**config.mk**
```make
export PLATFORM = sky130hd
export DESIGN_NAME = shutter_ext_timer
export DESIGN_NICKNAME = d
export VERILOG_FILES = /design/src/rtl/shtr_pkg.sv /design/src/rtl/shtr_mask_gen.sv /design/src/rtl/shtr_field_cnt.sv /design/src/rtl/shtr_ramp_ctrl.sv /design/src/rtl/shtr_strobe.sv /design/src/rtl/shutter_ext_timer.sv
export SDC_FILE = /design/constraint.sdc
export NUM_CORES = 1
export LEC_CHECK = 0
export CAP_MARGIN = 5
export CELL_PAD_IN_SITES_DETAIL_PLACEMENT = 0
export CELL_PAD_IN_SITES_GLOBAL_PLACEMENT = 2
export CORE_ASPECT_RATIO = 0.8
export CORE_MARGIN = 5
export CORE_UTILIZATION = 34
export DETAILED_ROUTE_END_ITERATION = 10
export PLACE_DENSITY = 0.83
export SLEW_MARGIN = 20
export SYNTH_ARGS = -nofsm -noshare
export SYNTH_HDL_FRONTEND = slang
export SYNTH_SLANG_ARGS = --single-unit
export TNS_END_PERCENT = 10
```
**constraint.sdc**
```tcl
create_clock -name clk -period 3.3 [get_ports clk]
set_input_delay 0.33 -clock clk [delete_from_list [all_inputs] [get_ports clk]]
set_output_delay 0.33 -clock clk [all_outputs]
set_load 0.01 [all_outputs]
```
**src/rtl/shtr_pkg.sv**
```systemverilog
package shtr_pkg;

   // Per-field decision handed from the counter to the output stage
   typedef struct packed {
      logic tick;
      logic fire;
   } field_evt_t;

   // Ramp step count where zero counts as one period
   function automatic int unsigned eff_ramp(input int unsigned r);
      return (r == 0) ? 1 : r;
   endfunction

endpackage

```
**src/rtl/shtr_mask_gen.sv**
```systemverilog
// Builds 2^level - 1 as a thermometer mask: bit i set when i < level.
module shtr_mask_gen #(
   parameter int MAX_LOG2 = 7,
   parameter int LVL_W    = 3
) (
   input  logic [LVL_W-1:0]    level,
   output logic [MAX_LOG2-1:0] limit
);
   for (genvar i = 0; i < MAX_LOG2; i++) begin : g_bit
      assign limit[i] = (LVL_W'(i) < level);
   end
endmodule

```
**src/rtl/shtr_field_cnt.sv**
```systemverilog
// Counts fields since the last transfer; fires when count reaches limit.
module shtr_field_cnt #(
   parameter int CNT_W = 7
) (
   input  logic             clk,
   input  logic             rst_n,
   input  logic             tick,
   input  logic [CNT_W-1:0] limit,
   output logic             fire
);
   logic [CNT_W-1:0] cnt_q;

   // >= lets a shortened limit (low-light exit) end the period at once
   assign fire = (cnt_q >= limit);

   always_ff @(posedge clk or negedge rst_n) begin
      if (!rst_n) begin
         cnt_q <= '0;
      end else if (tick) begin
         if (fire) cnt_q <= '0;
         else      cnt_q <= cnt_q + 1'b1;
      end
   end
endmodule

```
**src/rtl/shtr_ramp_ctrl.sv**
```systemverilog
// Holds the current exponent and steps it toward the target.
module shtr_ramp_ctrl
   import shtr_pkg::*;
#(
   parameter int MAX_LOG2 = 7,
   parameter int LVL_W    = 3,
   parameter int RAMP_W   = 4
) (
   input  logic              clk,
   input  logic              rst_n,
   input  logic              tick,
   input  logic              fire,
   input  logic              lowlight,
   input  logic [LVL_W-1:0]  target,
   input  logic [RAMP_W-1:0] ramp,
   output logic [LVL_W-1:0]  eff_level
);
   localparam logic [LVL_W-1:0] LVL_MAX = LVL_W'(MAX_LOG2);

   logic [LVL_W-1:0]  level_q;
   logic [RAMP_W-1:0] per_q;
   logic [LVL_W-1:0]  tgt_c;
   logic [RAMP_W:0]   per_next;
   logic [RAMP_W:0]   ramp_n;

   assign tgt_c     = (target > LVL_MAX) ? LVL_MAX : target;
   assign eff_level = lowlight ? level_q : '0;
   assign per_next  = {1'b0, per_q} + 1'b1;
   assign ramp_n    = (RAMP_W+1)'(eff_ramp(int'(ramp)));

   always_ff @(posedge clk or negedge rst_n) begin
      if (!rst_n) begin
         level_q <= '0;
         per_q   <= '0;
      end else if (tick) begin
         if (!lowlight) begin
            level_q <= '0;
            per_q   <= '0;
         end else if (fire) begin
            if (level_q > tgt_c) begin
               level_q <= tgt_c;
               per_q   <= '0;
            end else if (level_q < tgt_c) begin
               if (per_next >= ramp_n) begin
                  level_q <= level_q + 1'b1;
                  per_q   <= '0;
               end else begin
                  per_q   <= per_next[RAMP_W-1:0];
               end
            end else begin
               per_q <= '0;
            end
         end
      end
   end
endmodule

```
**src/rtl/shtr_strobe.sv**
```systemverilog
// Output stage: transfer / update strobes and the per-field hold flag.
module shtr_strobe
   import shtr_pkg::*;
#(
   parameter bit REG_OUT = 1'b1,
   parameter int LVL_W   = 3
) (
   input  logic             clk,
   input  logic             rst_n,
   input  field_evt_t       evt,
   input  logic [LVL_W-1:0] eff_level,
   output logic             xfer,
   output logic             upd,
   output logic             hold
);
   always_ff @(posedge clk or negedge rst_n) begin
      if (!rst_n)        hold <= 1'b0;
      else if (evt.tick) hold <= (eff_level != '0) && !evt.fire;
   end

   if (REG_OUT) begin : g_reg
      logic xfer_q, upd_q;
      always_ff @(posedge clk or negedge rst_n) begin
         if (!rst_n) begin
            xfer_q <= 1'b0;
            upd_q  <= 1'b0;
         end else begin
            xfer_q <= evt.tick & evt.fire;
            upd_q  <= evt.tick & evt.fire;
         end
      end
      assign xfer = xfer_q;
      assign upd  = upd_q;
   end else begin : g_comb
      assign xfer = evt.tick & evt.fire;
      assign upd  = evt.tick & evt.fire;
   end
endmodule

```
**src/rtl/shutter_ext_timer.sv**
```systemverilog
module shutter_ext_timer
   import shtr_pkg::*;
#(
   parameter int MAX_LOG2 = 7,
   parameter int RAMP_W   = 4,
   parameter bit REG_OUT  = 1'b1,
   localparam int LVL_W   = $clog2(MAX_LOG2 + 1)
) (
   input  logic              clk,
   input  logic              rst_n,
   input  logic              field_tick,
   input  logic              lowlight_en,
   input  logic [LVL_W-1:0]  target_log2,
   input  logic [RAMP_W-1:0] ramp_periods,
   output logic              xfer_pulse,
   output logic              frame_upd,
   output logic              hold
);
   if (MAX_LOG2 < 1 || MAX_LOG2 > 24) begin : g_bad_max
      $error("MAX_LOG2 out of range");
   end
   if (RAMP_W < 1) begin : g_bad_ramp
      $error("RAMP_W must be at least 1");
   end

   logic [LVL_W-1:0]    eff_level;
   logic [MAX_LOG2-1:0] limit;
   logic                fire;
   field_evt_t          evt;

   shtr_mask_gen #(.MAX_LOG2(MAX_LOG2), .LVL_W(LVL_W)) u_mask (
      .level (eff_level),
      .limit (limit)
   );

   shtr_field_cnt #(.CNT_W(MAX_LOG2)) u_cnt (
      .clk   (clk),
      .rst_n (rst_n),
      .tick  (field_tick),
      .limit (limit),
      .fire  (fire)
   );

   shtr_ramp_ctrl #(.MAX_LOG2(MAX_LOG2), .LVL_W(LVL_W), .RAMP_W(RAMP_W)) u_ramp (
      .clk       (clk),
      .rst_n     (rst_n),
      .tick      (field_tick),
      .fire      (fire),
      .lowlight  (lowlight_en),
      .target    (target_log2),
      .ramp      (ramp_periods),
      .eff_level (eff_level)
   );

   assign evt.tick = field_tick;
   assign evt.fire = fire;

   shtr_strobe #(.REG_OUT(REG_OUT), .LVL_W(LVL_W)) u_out (
      .clk       (clk),
      .rst_n     (rst_n),
      .evt       (evt),
      .eff_level (eff_level),
      .xfer      (xfer_pulse),
      .upd       (frame_upd),
      .hold      (hold)
   );
endmodule

```
# After elaboration in Yosys (flattened, before gate mapping)
# Index checks and enable logic that the tools add are counted.
op_classes:
  n_lt_le_gt_ge: 12
  eq_ne: 3
  mux: 14
  n_reduce_logical: 6
  addsub: 3
  n_bitwise: 1
ops:
  columns: ["op", "n"]
  rows:
  - ["$mux W4", 6]
  - ["$mux W3", 7]
  - ["$lt A3 B3 Y1 const A", 3]
  - ["$add A7 B1 Y7 const B", 1]
  - ["$ge A7 B7 Y1", 1]
  - ["$mux W7", 1]
  - ["$lt A1 B3 Y1 const A", 2]
  - ["$lt A2 B3 Y1 const A", 2]
  - ["$ne A3 B1 Y1 const B", 2]
  - ["$add A4 B1 Y5 const B", 1]
  - ["$ge A5 B5 Y1", 1]
  - ["$logic_not A4 Y1", 1]
  - ["$reduce_and A4 Y1", 1]
  - ["$add A3 B1 Y3 const B", 1]
  - ["$gt A3 B3 Y1", 1]
  - ["$gt A3 B3 Y1 const B", 1]
  - ["$lt A3 B3 Y1", 1]
  - ["$reduce_bool A3 Y1", 1]
  - ["$ne A2 B1 Y1 const B", 1]
  - ["$reduce_and A2 Y1", 1]
  - ["$and A1 B1 Y1", 1]
  - ["$logic_and A1 B1 Y1", 1]
  - ["$logic_not A1 Y1", 1]
word_totals:
  wordCells: 44
  output_inout_bits: 3
  register_bits: 16

# Longest topological paths before layout
# Gate-level depths: netlist of the first run.
logic_depth:
  word_depth: 8
  ltp_mapped: 10

# By module
# Synthesis of the first run repeated with hierarchy kept, for this count alone.
unflattened:
  hier_cells: 137
  hier_area_um2: 1287.5
modules_own_cells:
  columns: ["mod", "cells_each", "area_per_inst_um2", "instances"]
  rows:
  - ["shtr_ramp_ctrl", 68, 639.4, 1]
  - ["shtr_field_cnt", 55, 501.7, 1]
  - ["shtr_strobe", 7, 95.1, 1]
  - ["shtr_mask_gen", 7, 51.3, 1]

# Worst setup path after synthesis of the first run
# No wires, ideal clock.
synth_timing:
  path_kind: "reg-to-reg"
  startpoint: "register u_ramp.level_q[2]"
  endpoint: "register u_ramp.per_q[0]"
  required_ns: 3.175
  setup_slack_ns: 0.979
  arrival_ns: 2.196
  stages_incl_launch_ff: 10
  cell_sequence: "dfrtp_1 > clkbuf_1 > o21ai_0 > o21ai_0 > ha_1 > nand2b_1 > a31oi_1 > o21a_1 > a21oi_1 > mux2_2"
synth_via:
  elab_chain_cells: 5
synth_rtl:
  columns: ["item", "line", "rtl"]
  rows:
  - ["start: declaration", "shtr_ramp_ctrl.sv:20", "logic [LVL_W-1:0] level_q;"]
  - ["start signal: assignment", "shtr_ramp_ctrl.sv:41", "level_q <= tgt_c;"]
  - ["start signal: assignment", "shtr_ramp_ctrl.sv:45", "level_q <= level_q + 1'b1;"]
  - ["$mux W3 or $lt A3 B3 Y1 (tied branches)", "shtr_ramp_ctrl.sv:27, shtr_ramp_ctrl.sv:43", null]
  - ["$lt A1 B3 Y1 (tied with other cells)", "shtr_mask_gen.sv:10", "assign limit[i] = (LVL_W'(i) < level);"]
  - ["$ge A7 B7 Y1 or $mux W4 (tied branches)", "shtr_field_cnt.sv:14, shtr_ramp_ctrl.sv:40", null]
  - ["$ne A2 B1 Y1 (no source line) or $mux W4 (tied branches)", null, null]
  - ["$reduce_and A2 Y1 (no source line) or $mux W4 (tied branches)", null, null]
  - ["end signal: assignment", "shtr_ramp_ctrl.sv:48", "per_q <= per_next[RAMP_W-1:0];"]
  - ["end: declaration", "shtr_ramp_ctrl.sv:21", "logic [RAMP_W-1:0] per_q;"]
# Several ways; a longest one is shown, not always the timed one. The select of a mux whose other input is x is not followed.
# A chain may end at the register's enable or synchronous reset.

# Worst setup path in the final report of the first run
layout_timing:
  startpoint: "input lowlight_en"
  endpoint: "register u_ramp.level_q[1]"
layout_via:
  elab_chain_cells: 5
layout_rtl:
  columns: ["item", "line", "rtl"]
  rows:
  - ["start: declaration", "shutter_ext_timer.sv:12", "input logic lowlight_en,"]
  - ["$mux W3", "shtr_ramp_ctrl.sv:27", "assign eff_level = lowlight ? level_q : '0;"]
  - ["$lt A1 B3 Y1 (tied with other cells)", "shtr_mask_gen.sv:10", null]
  - ["$ge A7 B7 Y1", "shtr_field_cnt.sv:14", "assign fire = (cnt_q >= limit);"]
  - ["$ne A2 B1 Y1 (no source line)", null, null]
  - ["$reduce_and A4 Y1 (no source line)", null, null]
# Several ways; a longest one is shown, not always the timed one.

==> summary by stage, run 1 <==
Synthesis
Yosys mapped a number of flops with a built-in enable equal to 0. The top-area cell type share of the netlist area is 32.5%. After synthesis, the mean cell area works out to 9.40 µm². The share of synthesized flip-flops with an asynchronous set or reset is 100%. Yosys mapped the design onto 36 distinct sky130hd cell types. After synthesis, the cell types taking the most area are sky130_fd_sc_hd__dfrtp_1 33%, sky130_fd_sc_hd__ha_1 17%, sky130_fd_sc_hd__inv_1 3.7%. The synthesized area is ~1200 µm².

Synthesis produced a netlist with a net count of approximately 160. The number of storage elements in the synthesis netlist is 16. Summing the sequential cell areas from Yosys gives 32.5% of the chip area. The most frequent cell after synthesis is sky130_fd_sc_hd__ha_1. Counting every instance in the synthesized netlist gives 131.

The commonest cells after synthesis are 17 x sky130_fd_sc_hd__ha_1, 16 x sky130_fd_sc_hd__dfrtp_1, 12 x sky130_fd_sc_hd__inv_1. The most used flip-flop cell after synthesis is sky130_fd_sc_hd__dfrtp_1. The biggest area consumer among synthesized cells is sky130_fd_sc_hd__dfrtp_1. The number of warning messages in the yosys log is 0.

Run
The number of max-cap violations is 0.

Clock tree
In this run the number of H-tree levels came out at 1. In this run the deepest clock path goes through 2 buffers. Clock-pin slew was measured on the worst setup and hold paths at 0.07 ns. Buffers inserted during clock tree synthesis total 3. The buffers inserted during post-CTS setup optimization is 0. The root cell of the clock tree is sky130_fd_sc_hd__clkbuf_8. The number of buffers added to fix hold violations after cts is 0. The post-cts resize count is 0.

The TritonCTS clock tree is done. For the worst-skew pair, the clock arrives at the later sink with an insertion delay of roughly 0.25 ns. The clock net in this run drives a total of 16 sinks.

Cells and area
The share of the core filled with cells in the final layout is 41.6%. The area added between synthesis and finish is 17.2%. The multi-input combinational cells in the finished layout cover a total of 759 µm².

The number of standard cells in the layout, taps in and fillers out is about 190. The final net count is 173. In the final layout, flip-flops and latches occupy 400 µm². The repair_antennas step left the layout with diodes totalling 0. The number of fillers in the final layout is 354. With fillers left out, the area of the finished cells amounts to 1440 µm².

The fraction of final layout cells with drive strength greater than 1 is under 10%.

Route
The top routing layer in use is met4. The average via count per standard cell is 5.22. In the routed design, unresolved DRC markers number 0. In this run the remaining antenna-violating nets after routing total 0. The detailed router finished its first iteration with 17 violations. The total via count in the routed design is 970. The detailed router put a total of 1330 µm of wire on met1. The average wire length per cell after detail routing is 14.1 µm. The detailed route wirelength on metal2 is 1180 µm. The routed design has 2630 µm of wire. The number of detailed-route iterations in the first pass is 4. The amount of wire on met3 after detailed routing is 74 µm.

Die
The die is a little under 80 µm wide. The area of the core is 3470 µm². The die boundary height is 63.8 µm. The I/O pin count is 14. The die covers 4930 µm². The floorplan has 19 rows. The effective utilization at floorplan is 35.5%.

Timing
Setup repair after global routing left no endpoint under its margin. The number of max-slew violations in the final report is 0. The final worst slack is 0.529 ns. The clock period could shrink to approximately 2.8 ns.

For the pin with the worst max-slew slack, the measured transition is roughly 0.73 ns. The ratio of final minimum period to clock period is a little over four fifths. The final setup violation count is 0. Across the routed clock network, the largest skew measured is 0.00524 ns. In this run the tightest slew margin relative to its limit is 51.0%. Final hold analysis gives a worst-case slack of roughly 0.50 ns. The aggregate negative setup slack is 0 ns. The upper clock frequency limit is 0.361 GHz. The count of final hold-check violations is 0.

Global routing
The global-route wire length before repair is 4720 µm. For this run the aggregate overflow at the end of global routing stands at 0. The pin count of the biggest net entering global routing is 17.

The number of antenna violations at the first check in global routing is 0. The number of global-route vias before repair came to between 1000 and 1500. The total global routing track utilization is 11.6%.

Critical path
The destination of the worst register-to-register timing path is u_ramp.per_q[0]. The worst register-to-register path has a setup slack of 0.76 ns. The worst register-to-register path begins at u_ramp.level_q[2].

The origin of the worst setup path is lowlight_en. The worst setup path is captured at a flip-flop. The startpoint-to-endpoint class of the critical path is input pin to flip-flop. The worst reg2reg path depth is 8. The type of origin of the critical path is an input pin. The most critical setup path has its endpoint at u_ramp.level_q[1]. STA puts the critical path data arrival time at 2.91 ns. The maximum fanout along the worst path is 12. For the worst setup path, the data required time is 3.44 ns.

Power and ir drop
The sequential power share is a little under a third. Of the total power, the clock network draws around 17%. Summed over all cells, the static leakage comes to around 0.70 nW. The peak supply drop is 225 µV. After layout, the design draws a total of 1.05 mW. The analysis attributes to net switching a power of 430 µW. The internal portion of the total power is 618 µW. The portion of total power attributed to combinational logic is between 50% and 60%.

The power per cell area is 726 nW/µm². The switching part of the total power is 41.0%.

Run status
The run finished with clean final reports.

Place
Once placement finished, the instance area stood at 1390 µm². The sum of net half-perimeters after detailed placement is 2130 µm. The count of buffers added on input and output ports is 13. The post-placement worst setup slack is 0.267 ns. The final estimated routing congestion in global placement is roughly 0.80.

The cell count after placement is 182.

Worst hold path
The tightest min-delay check is of the flip-flop to flip-flop type.
## cell usage in the layout (no fill, tap or decap), types with 2 or more instances in the layout
cell type,instances
sky130_fd_sc_hd__ha_1,17
sky130_fd_sc_hd__dfrtp_1,16
sky130_fd_sc_hd__clkdlybuf4s50_1,13
sky130_fd_sc_hd__inv_1,12
sky130_fd_sc_hd__nand2_1,11
sky130_fd_sc_hd__nor2_1,11
sky130_fd_sc_hd__nand4_1,6
sky130_fd_sc_hd__xor2_1,4
sky130_fd_sc_hd__o21ai_0,4
sky130_fd_sc_hd__a21oi_1,4
sky130_fd_sc_hd__o211ai_1,4
sky130_fd_sc_hd__mux2i_1,4
sky130_fd_sc_hd__clkbuf_8,4
sky130_fd_sc_hd__nand3_1,3
sky130_fd_sc_hd__xnor2_1,3
sky130_fd_sc_hd__nand2b_1,3
sky130_fd_sc_hd__a21o_1,3
sky130_fd_sc_hd__o2bb2ai_1,3
sky130_fd_sc_hd__a31oi_1,2
sky130_fd_sc_hd__mux2_2,2
## per-layer routing
layer / track usage (%) / vias to the layer above
met5: 0 / -
met4: 6.44 / 0
met3: 2.11 / 5
met2: 17.6 / 16
met1: 15.6 / 455
li1: - / 494
## sequential cells by signal, summed over array words and instances, names as in the netlist
signal,cells
u_out.hold,1
u_cnt.cnt_q,7
u_ramp.level_q,3
u_out.upd,1
u_ramp.per_q,4
## layout make-up
type | count | area share (%)
inverters | 12 | 3.12
flip-flops and latches | 16 | 27.8
multi-input cells | 99 | 52.6
repair buffers | 13 | 9.02
clock buffers | 4 | 3.82
well taps | 42 | 3.64
## worst min-delay path by stage
stage	from	end	slack (ns)	cells after the start
global placement	u_out.hold	u_out.hold	0.47	1
finish	u_out.hold	u_out.hold	0.50	1
detailed placement	u_out.hold	u_out.hold	0.48	1
global route	u_out.hold	u_out.hold	0.51	1
floorplan	rst_n	u_cnt.cnt_q[0]	0.03	0
CTS	u_out.hold	u_out.hold	0.50	1
## worst max-delay path, cell delays in order
cell	delay, ns
sky130_fd_sc_hd__clkdlybuf4s50_1	0.70
sky130_fd_sc_hd__inv_1	0.15
sky130_fd_sc_hd__o21ai_0	0.31
sky130_fd_sc_hd__ha_1	0.29
sky130_fd_sc_hd__nand2b_1	0.14
sky130_fd_sc_hd__a31oi_1	0.26
sky130_fd_sc_hd__o211ai_1	0.21
sky130_fd_sc_hd__and3_4	0.22
sky130_fd_sc_hd__mux2_4	0.29
## power by group through the flow
stage          logic (mW)  clock network [mW]  registers, mW
2_1_floorplan       0.420                   0          0.304
3_3_place_gp        0.533                   0          0.325
3_5_place_dp        0.551                   0          0.324
4_1_cts             0.555               0.178          0.322
5_1_grt             0.623               0.183          0.336
6_report            0.549               0.176          0.323
## logic make-up after synthesis
| kind of cell | synth area share (%) |
|---|---|
| flops | 32.5 |
| compound gates | 15.1 |
| mux | 6.30 |
| buf+inv | 5.79 |
| fa+ha+maj | 17.3 |
| simple gates | 18.0 |
| xor+xnor | 4.98 |
(Power assumes the default switching activity.)
==> inputs of run 2 (changes only) <==
==> constraint.sdc (replaced) <==
create_clock -name clk -period 2.7 [get_ports clk]
set_input_delay 0.27 -clock clk [delete_from_list [all_inputs] [get_ports clk]]
set_output_delay 0.27 -clock clk [all_outputs]
set_load 0.01 [all_outputs]
==> run 2 against run 1 <==
Sequential power increased by 23%. Combinational power increased by 39%. Clock skew about the same. Setup slack got worse by 0.31 ns. Critical path type is now flip-flop to flip-flop. Critical endpoint unchanged. Largest cell class unchanged.
==> summary by stage, run 2 (same netlist as run 1, synthesis figures left out) <==
Clock tree
Buffers inserted during clock tree synthesis total 3. The largest buffer count on any clock path is 2. The H-tree depth reported by CTS is 1.

Once the clock tree was built, the resizer swapped 0 gates to a different size. The buffers inserted during post-CTS setup optimization is 0. TritonCTS built the clock tree. For the worst-skew pair, the clock arrives at the later sink with an insertion delay of ~0.25 ns. The clock transition at the registers of the reported paths is 0.07 ns. The root cell of the clock tree is sky130_fd_sc_hd__clkbuf_8. The number of buffers added to fix hold violations after cts is 0. The tree built by TritonCTS fans out to 16 sinks.

Timing
The final setup violation count is 0. The minimum clock period after layout is 2.48 ns. The number of max-slew violations in the final report is 0. Hold is met by 0.451 ns. Of the available clock period, the critical path in the final layout requires 91.8%. At the pin with the least slew margin, the transition time is 0.733 ns.

In this run the tightest slew margin relative to its limit is 51.0%. The count of final hold-check violations is 0. The upper clock frequency limit is 0.403 GHz. The worst-case clock skew is between 0.005 and 0.006 ns. Setup repair after global routing left no endpoint under its margin.

Cells and area
The final net count is 182. The area used by multi-input combinational logic is 763 µm². The number of standard cells in the layout, taps in and fillers out is 195. The number of flip-flops under the largest register name is 7.

Leaving out fill and tap cells, the most frequent cell in the layout is sky130_fd_sc_hd__ha_1. In the layout the commonest cells are 17 x sky130_fd_sc_hd__ha_1, 16 x sky130_fd_sc_hd__dfrtp_1, 13 x sky130_fd_sc_hd__clkdlybuf4s50_1, 12 x sky130_fd_sc_hd__inv_1. u_cnt.cnt_q holds more flip-flops than any other register. The number of inserted diodes is 0. From synthesis to final layout, the design area changed by 23.0%. In the final layout, flip-flops and latches occupy 400 µm².

With fillers left out, the area of the finished cells amounts to 1510 µm². Fill cells in the final layout number roughly 340. The post-route netlist has 14.4% of its cells at a drive strength greater than 1. The largest registers in the layout are u_cnt.cnt_q: 7 flops, u_ramp.per_q: 4 flops, u_ramp.level_q: 3 flops.

Power and ir drop
Cell internal power was estimated by the tool at 828 µW. The switching part of the total power is 39.7%. Of the total power, combinational logic draws 55.5%.

The completed layout was analyzed and its total power is 1.37 mW. The analysis attributes to net switching a power of 546 µW. Dividing total power by cell area gives a power density of just over 900 nW/µm². The sequential power share is 28.9%.

In this run the static leakage power is 0.746 nW. The clock network is responsible for 15.6% of the overall power. The worst-case IR drop observed on VDD is 303 µV.

Global routing
The first global-routing pass estimated about 4700 µm of wire. Entering global routing, the biggest net connects 17 pins. The met2 routing resource usage after global routing is 18.5%. The total global routing track utilization is 11.5%. The highest-utilization routing layer at the global route stage is met2. The met3 track demand over resource is roughly 1.4%. The total overflow left after global routing is 0. The global-route met1 utilization is 15.0%. The number of antenna violations at the first check in global routing is 0.

The number of global-route vias before repair came to 1075.

Place
Once detailed placement completed, the half-perimeter wirelength came to 2190 µm. The post-detailed-placement cell area is 1460 µm². The cell count after placement is 191. The final estimated routing congestion in global placement is between 0.8 and 0.9. The port buffer count is 13.

Critical path
Traced cell by cell, the critical path runs through o21ai_0, o21ai_0, ha_1, nand2b_1, a31oi_1, o211ai_1, and3_4, mux2_4. For the worst setup path, the data arrival time is between 2 and 3 ns. The type of origin of the critical path is a flip-flop. The required time at the worst-slack endpoint is ~2.8 ns. STA classifies the critical path endpoint as a flip-flop. Of all nets on the critical path, the largest fanout is 8. In this design, the critical path's most frequently occurring cell is sky130_fd_sc_hd__o21ai_0. The slowest cell on the critical path is sky130_fd_sc_hd__dfrtp_1. The largest stage delay on the critical path is 0.48 ns.

The critical path in this run is classified as flip-flop to flip-flop.

Die
The area of the core is between 3000 and 4000 µm². The I/O pin count is 14. The die is 63.8 µm tall. The width of the chip is 77.3 µm.

The effective utilization at floorplan is roughly 35%. The initialized floorplan defines 19 standard-cell rows. The floorplan step defined a die boundary enclosing 4930 µm².

Route
The number of detailed-route iterations in the first pass is 4. The detailed router placed slightly above 1000 vias in this run. After detailed routing, the number of remaining DRC violations is 0. For this block, the routed nets add up to 2710 µm of wire.

The average via count per standard cell is 5.21. The first routing iteration left 21 violations. In this run the remaining antenna-violating nets after routing total 0.

The average wire length per cell after detail routing is 13.9 µm.

Run status
The flow ran to the end, and the final reports show no timing, DRC or antenna violations.

Worst hold path
The worst hold path belongs to the class input pin to asynchronous set/reset pin.

Run
Max-cap violations in this run came to 0.
run 2: cell count changes in the layout (fill, tap and decap cells not counted):
cell	before	now
sky130_fd_sc_hd__buf_4	0	9
sky130_fd_sc_hd__a21oi_1	4	3
sky130_fd_sc_hd__a21oi_2	0	1
run 2: per-stage QoR:
stage	setup slack (ns)	setup TNS [ns]	utilization, %
after floorplan	0.379	0	-
after global placement	-0.0463	-0.0916	41.9
after detailed placement	-0.0683	-0.160	41.9
after CTS	0.0953	0	43.5
after global routing	0.0487	0	43.6
final	0.221	0	43.6
run 2: final cells by class:
type / count / share of cell area [%]
Timing Repair Buffer: 22 / 13.1
Sequential cell: 16 / 26.4
Tap cell: 42 / 3.47
Inverter: 12 / 2.98
Multi-Input combinational cell: 99 / 50.4
Clock buffer: 4 / 3.64
run 2: metal layers:
layer  part of all wire, %  vias to the layer above
met5                     0                        -
met4                   1.9                        0
met3                   3.9                        4
met2                    45                       14
met1                    49                      482
li1                      -                      516
run 2: critical path, delay by kind of cell, from the launching register on:
| family | cells | cell delay [ns] |
|---|---|---|
| adder cells (fa/ha/maj) | 1 | 0.31 |
| multiplexers | 1 | 0.29 |
| AO/OA/AOI/OAI | 4 | 0.93 |
| AND/OR/NAND/NOR | 2 | 0.36 |
| flip-flops | 1 | 0.48 |
run 2: worst paths after layout:
path,from,end,slack (ns),cells after the start
min reg2reg,u_out.hold,u_out.hold,0.51,1
max reg2reg,u_ramp.level_q[2],u_ramp.level_q[1],0.22,8
min in group clk,u_out.hold,u_out.hold,0.51,1
min,rst_n,u_ramp.per_q[1],0.45,1
max in group asynchronous,rst_n,u_cnt.cnt_q[0],1.78,1
max,u_ramp.level_q[2],u_ramp.level_q[1],0.22,8
run 2: power by group through the flow:
stage	clock, mW	combinational, mW	sequential [mW]
6_report	0.215	0.763	0.396
5_1_grt	0.229	0.857	0.411
4_1_cts	0.221	0.764	0.397
3_5_place_dp	0	0.761	0.400
3_3_place_gp	0	0.745	0.398
2_1_floorplan	0	0.513	0.371
==> inputs of run 3 (changes only) <==
--- a/config.mk
+++ b/config.mk
@@ -12,6 +12,7 @@
 export CORE_MARGIN = 5
 export CORE_UTILIZATION = 34
 export DETAILED_ROUTE_END_ITERATION = 10
+export GPL_TIMING_DRIVEN = 0
 export PLACE_DENSITY = 0.83
 export SLEW_MARGIN = 20
 export SYNTH_ARGS = -nofsm -noshare
==> run 3 against run 2 <==
Flip-flop and latch count did not move. Die area did not move. Final area fell by 2.9%. Critical path depth rose by 2. Clock power rose by 2%. Hold slack got worse by 0.050 ns. Total power fell by 4.1%. Sequential power fell by 4%. Critical endpoint unchanged. Largest cell class unchanged. Highest routed layer unchanged.
==> summary by stage, run 3 (same netlist as run 1, synthesis figures left out) <==
Run status
The run finished with clean final reports.

Critical path
The required time at the worst-slack endpoint is 2.84 ns. Along the worst path, the maximum fanout reaches 10. The arrival time at the worst endpoint is roughly 2.7 ns. The worst setup path is captured at a flip-flop. STA classifies the critical path startpoint as an input pin. The worst setup path is of the input pin to flip-flop kind.

Timing
Across all hold checks on the routed design, the worst slack comes to 0.402 ns. The count of final hold-check violations came to 0. Subtracting the final worst setup slack from the clock period gives 2.54 ns. Setup repair after global routing left no endpoint under its margin.

The upper clock frequency limit is between 0.3 and 0.4 GHz. The worst pin sits at a relative slew slack of 50.8%. The measured slew at the worst slew-check pin is roughly 0.74 ns. On the final layout, the worst clock skew is 0.00137 ns. The number of max-slew violations in the final report is 0.

The ratio of final minimum period to clock period is 94.1%. Setup violations remaining at the end of the flow were counted as 0.

Power and ir drop
The power per cell area is 896 nW/µm². The analysis attributes to cell leakage a power of 0.717 nW. The peak supply drop is 337 µV.

The total power after layout is 1.32 mW.

Worst hold path
The kind of path behind the tightest hold check is input pin to flip-flop.

Die
Once the floorplan was initialized, standard cells occupied 35.5% of the core. The area of the core is 3470 µm². The width of the chip is ~77 µm.

The die outline area is 4930 µm². The die boundary height is 63.8 µm. The standard-cell row count is 19. The I/O pin count is 14.

Cells and area
The register with the most flip-flops in the layout has 7 of them. The top cell types in the final layout, fill and taps aside, are 17 x sky130_fd_sc_hd__ha_1, 16 x sky130_fd_sc_hd__dfrtp_1, 12 x sky130_fd_sc_hd__inv_1, 12 x sky130_fd_sc_hd__clkdlybuf4s50_1. The final instance area is 1470 µm².

The net count of the finished layout is 177. The number of inserted diodes is 0. The fraction of final layout cells with drive strength greater than 1 is 10.8%. Leaving out fill and tap cells, the most frequent cell in the layout is sky130_fd_sc_hd__ha_1.

In the final layout, the registers with the most flip-flops are u_cnt.cnt_q: 7 flops, u_ramp.per_q: 4 flops, u_ramp.level_q: 3 flops. More flip-flops sit in one register than any other, and that register is u_cnt.cnt_q. The area growth from synthesis to layout is 19.4%.

Clock tree
The number of buffers inserted during clock tree synthesis is 3. At the later pin of the worst-skew pair, clock insertion delay measures 0.25 ns. CTS saw 16 sinks. Counting along the longest clock path gives a buffer depth of 2. The H-tree depth reported by CTS is 1. TritonCTS built the clock tree. Clock-pin slew was measured on the worst setup and hold paths at ~0.070 ns.

The root cell of the clock tree is sky130_fd_sc_hd__clkbuf_8. The number of buffers added to fix hold violations after cts is 0.

Place
At the end of routability-driven placement, the weighted congestion stood at 0.776. The sum of net half-perimeters after detailed placement is between 2000 and 2500 µm. Buffers placed on the I/O ports in this run total 12. Summing all placed instances gives a cell area of 1400 µm².

Run
The number of max-cap violations is 0.

Global routing
In the global route stage, overall resource usage came out at 11.8%. The sum of overflow across all layers after global routing is 0. Entering global routing, the biggest net connects 17 pins. The first global-routing pass estimated 4760 µm of wire.

The number of global-route vias before repair is 1022. The number of antenna violations at the first check in global routing is 0.

Route
The first TritonRoute pass finished after 4 iterations. Dividing the detail-routed wire length by the instance count gives 14.1 µm. The residual DRC count is 0.

After the first detailed-routing iteration, the DRC count stood at 28. The total via count in the routed design is 978. The count of nets left with antenna violations once routing finished came out at 0. The average via count per standard cell is a little over 5. The final wirelength is 2670 µm.
## run 3: cell count changes in the layout (fill, tap and decap cells not counted)
cell                              delta
sky130_fd_sc_hd__buf_4               -7
sky130_fd_sc_hd__buf_6               +1
sky130_fd_sc_hd__clkbuf_1            +2
sky130_fd_sc_hd__clkdlybuf4s50_1     -1
sky130_fd_sc_hd__o21ai_0             -1
sky130_fd_sc_hd__o21ai_1             +1
## run 3: layout make-up
cell class | instances | area [µm²]
fillers | 353 | 2000
multi-input cells | 99 | 763
flip-flops and latches | 16 | 400
repair buffers | 13 | 128
clock buffers | 4 | 55.1
well taps | 42 | 52.6
inverters | 12 | 45.0
plain buffers | 4 | 26.3
## run 3: through the flow
step	setup TNS [ns]	std cells	worst slack, ns	utilization (%)
2_1_floorplan	0	131	0.379	-
3_3_place_gp	-0.567	185	-0.192	40.4
3_5_place_dp	-0.406	185	-0.138	40.4
4_1_cts	0	189	0.0553	42.1
5_1_grt	0	190	0.0106	42.4
6_report	0	190	0.159	42.4
## run 3: path summary, 6_finish.rpt
kind                                   start                 to  slack (ns)  depth (start not counted)
min in group asynchronous              rst_n  u_ramp.level_q[2]        0.45                          1
max in group asynchronous              rst_n     u_cnt.cnt_q[6]        1.79                          1
min reg2reg                       u_out.hold         u_out.hold        0.49                          1
max                              lowlight_en  u_ramp.level_q[1]        0.16                         10
min                               field_tick         u_out.hold        0.40                          3
max reg2reg                u_ramp.level_q[2]  u_ramp.level_q[1]        0.21                          9
## run 3: where the power goes
| part | leakage, nW | switching (mW) | total [mW] | internal (mW) |
|---|---|---|---|---|
| clock network | 0.0288 | 0.0895 | 0.219 | 0.129 |
| registers | 0.215 | 0.0739 | 0.381 | 0.307 |
| logic | 0.473 | 0.374 | 0.717 | 0.343 |
| total | 0.717 | 0.537 | 1.32 | 0.780 |
## run 3: timing repair
item / 4_1_cts / 5_1_grt
buffers inserted: 0 / 1
pin swaps: 0 / 1
cloned: 0 / 0
resized for setup: 1 / 1
endpoints found under the setup margin: 2 / 4
## run 3: critical path, stage by stage
cell and delay (ns):
sky130_fd_sc_hd__clkdlybuf4s50_1 0.51, sky130_fd_sc_hd__buf_6 0.15, sky130_fd_sc_hd__inv_1 0.09, sky130_fd_sc_hd__o21ai_0 0.29, sky130_fd_sc_hd__ha_1 0.29, sky130_fd_sc_hd__nand2b_1 0.14, sky130_fd_sc_hd__a31oi_1 0.26, sky130_fd_sc_hd__o211ai_1 0.19
sky130_fd_sc_hd__and3_4 0.21, sky130_fd_sc_hd__mux2_4 0.29
## run 3: metal layers
metal  GRT usage [%]  vias to the layer above  share of wire (%)  routed length [µm]
li1                -                      504                  -                   -
met1            16.7                      453                 50                1340
met2            18.5                       17                 46                1220
met3            2.53                        4                3.3                  88
met4            2.58                        0               0.82                  22
met5               0                        -                  0                   0
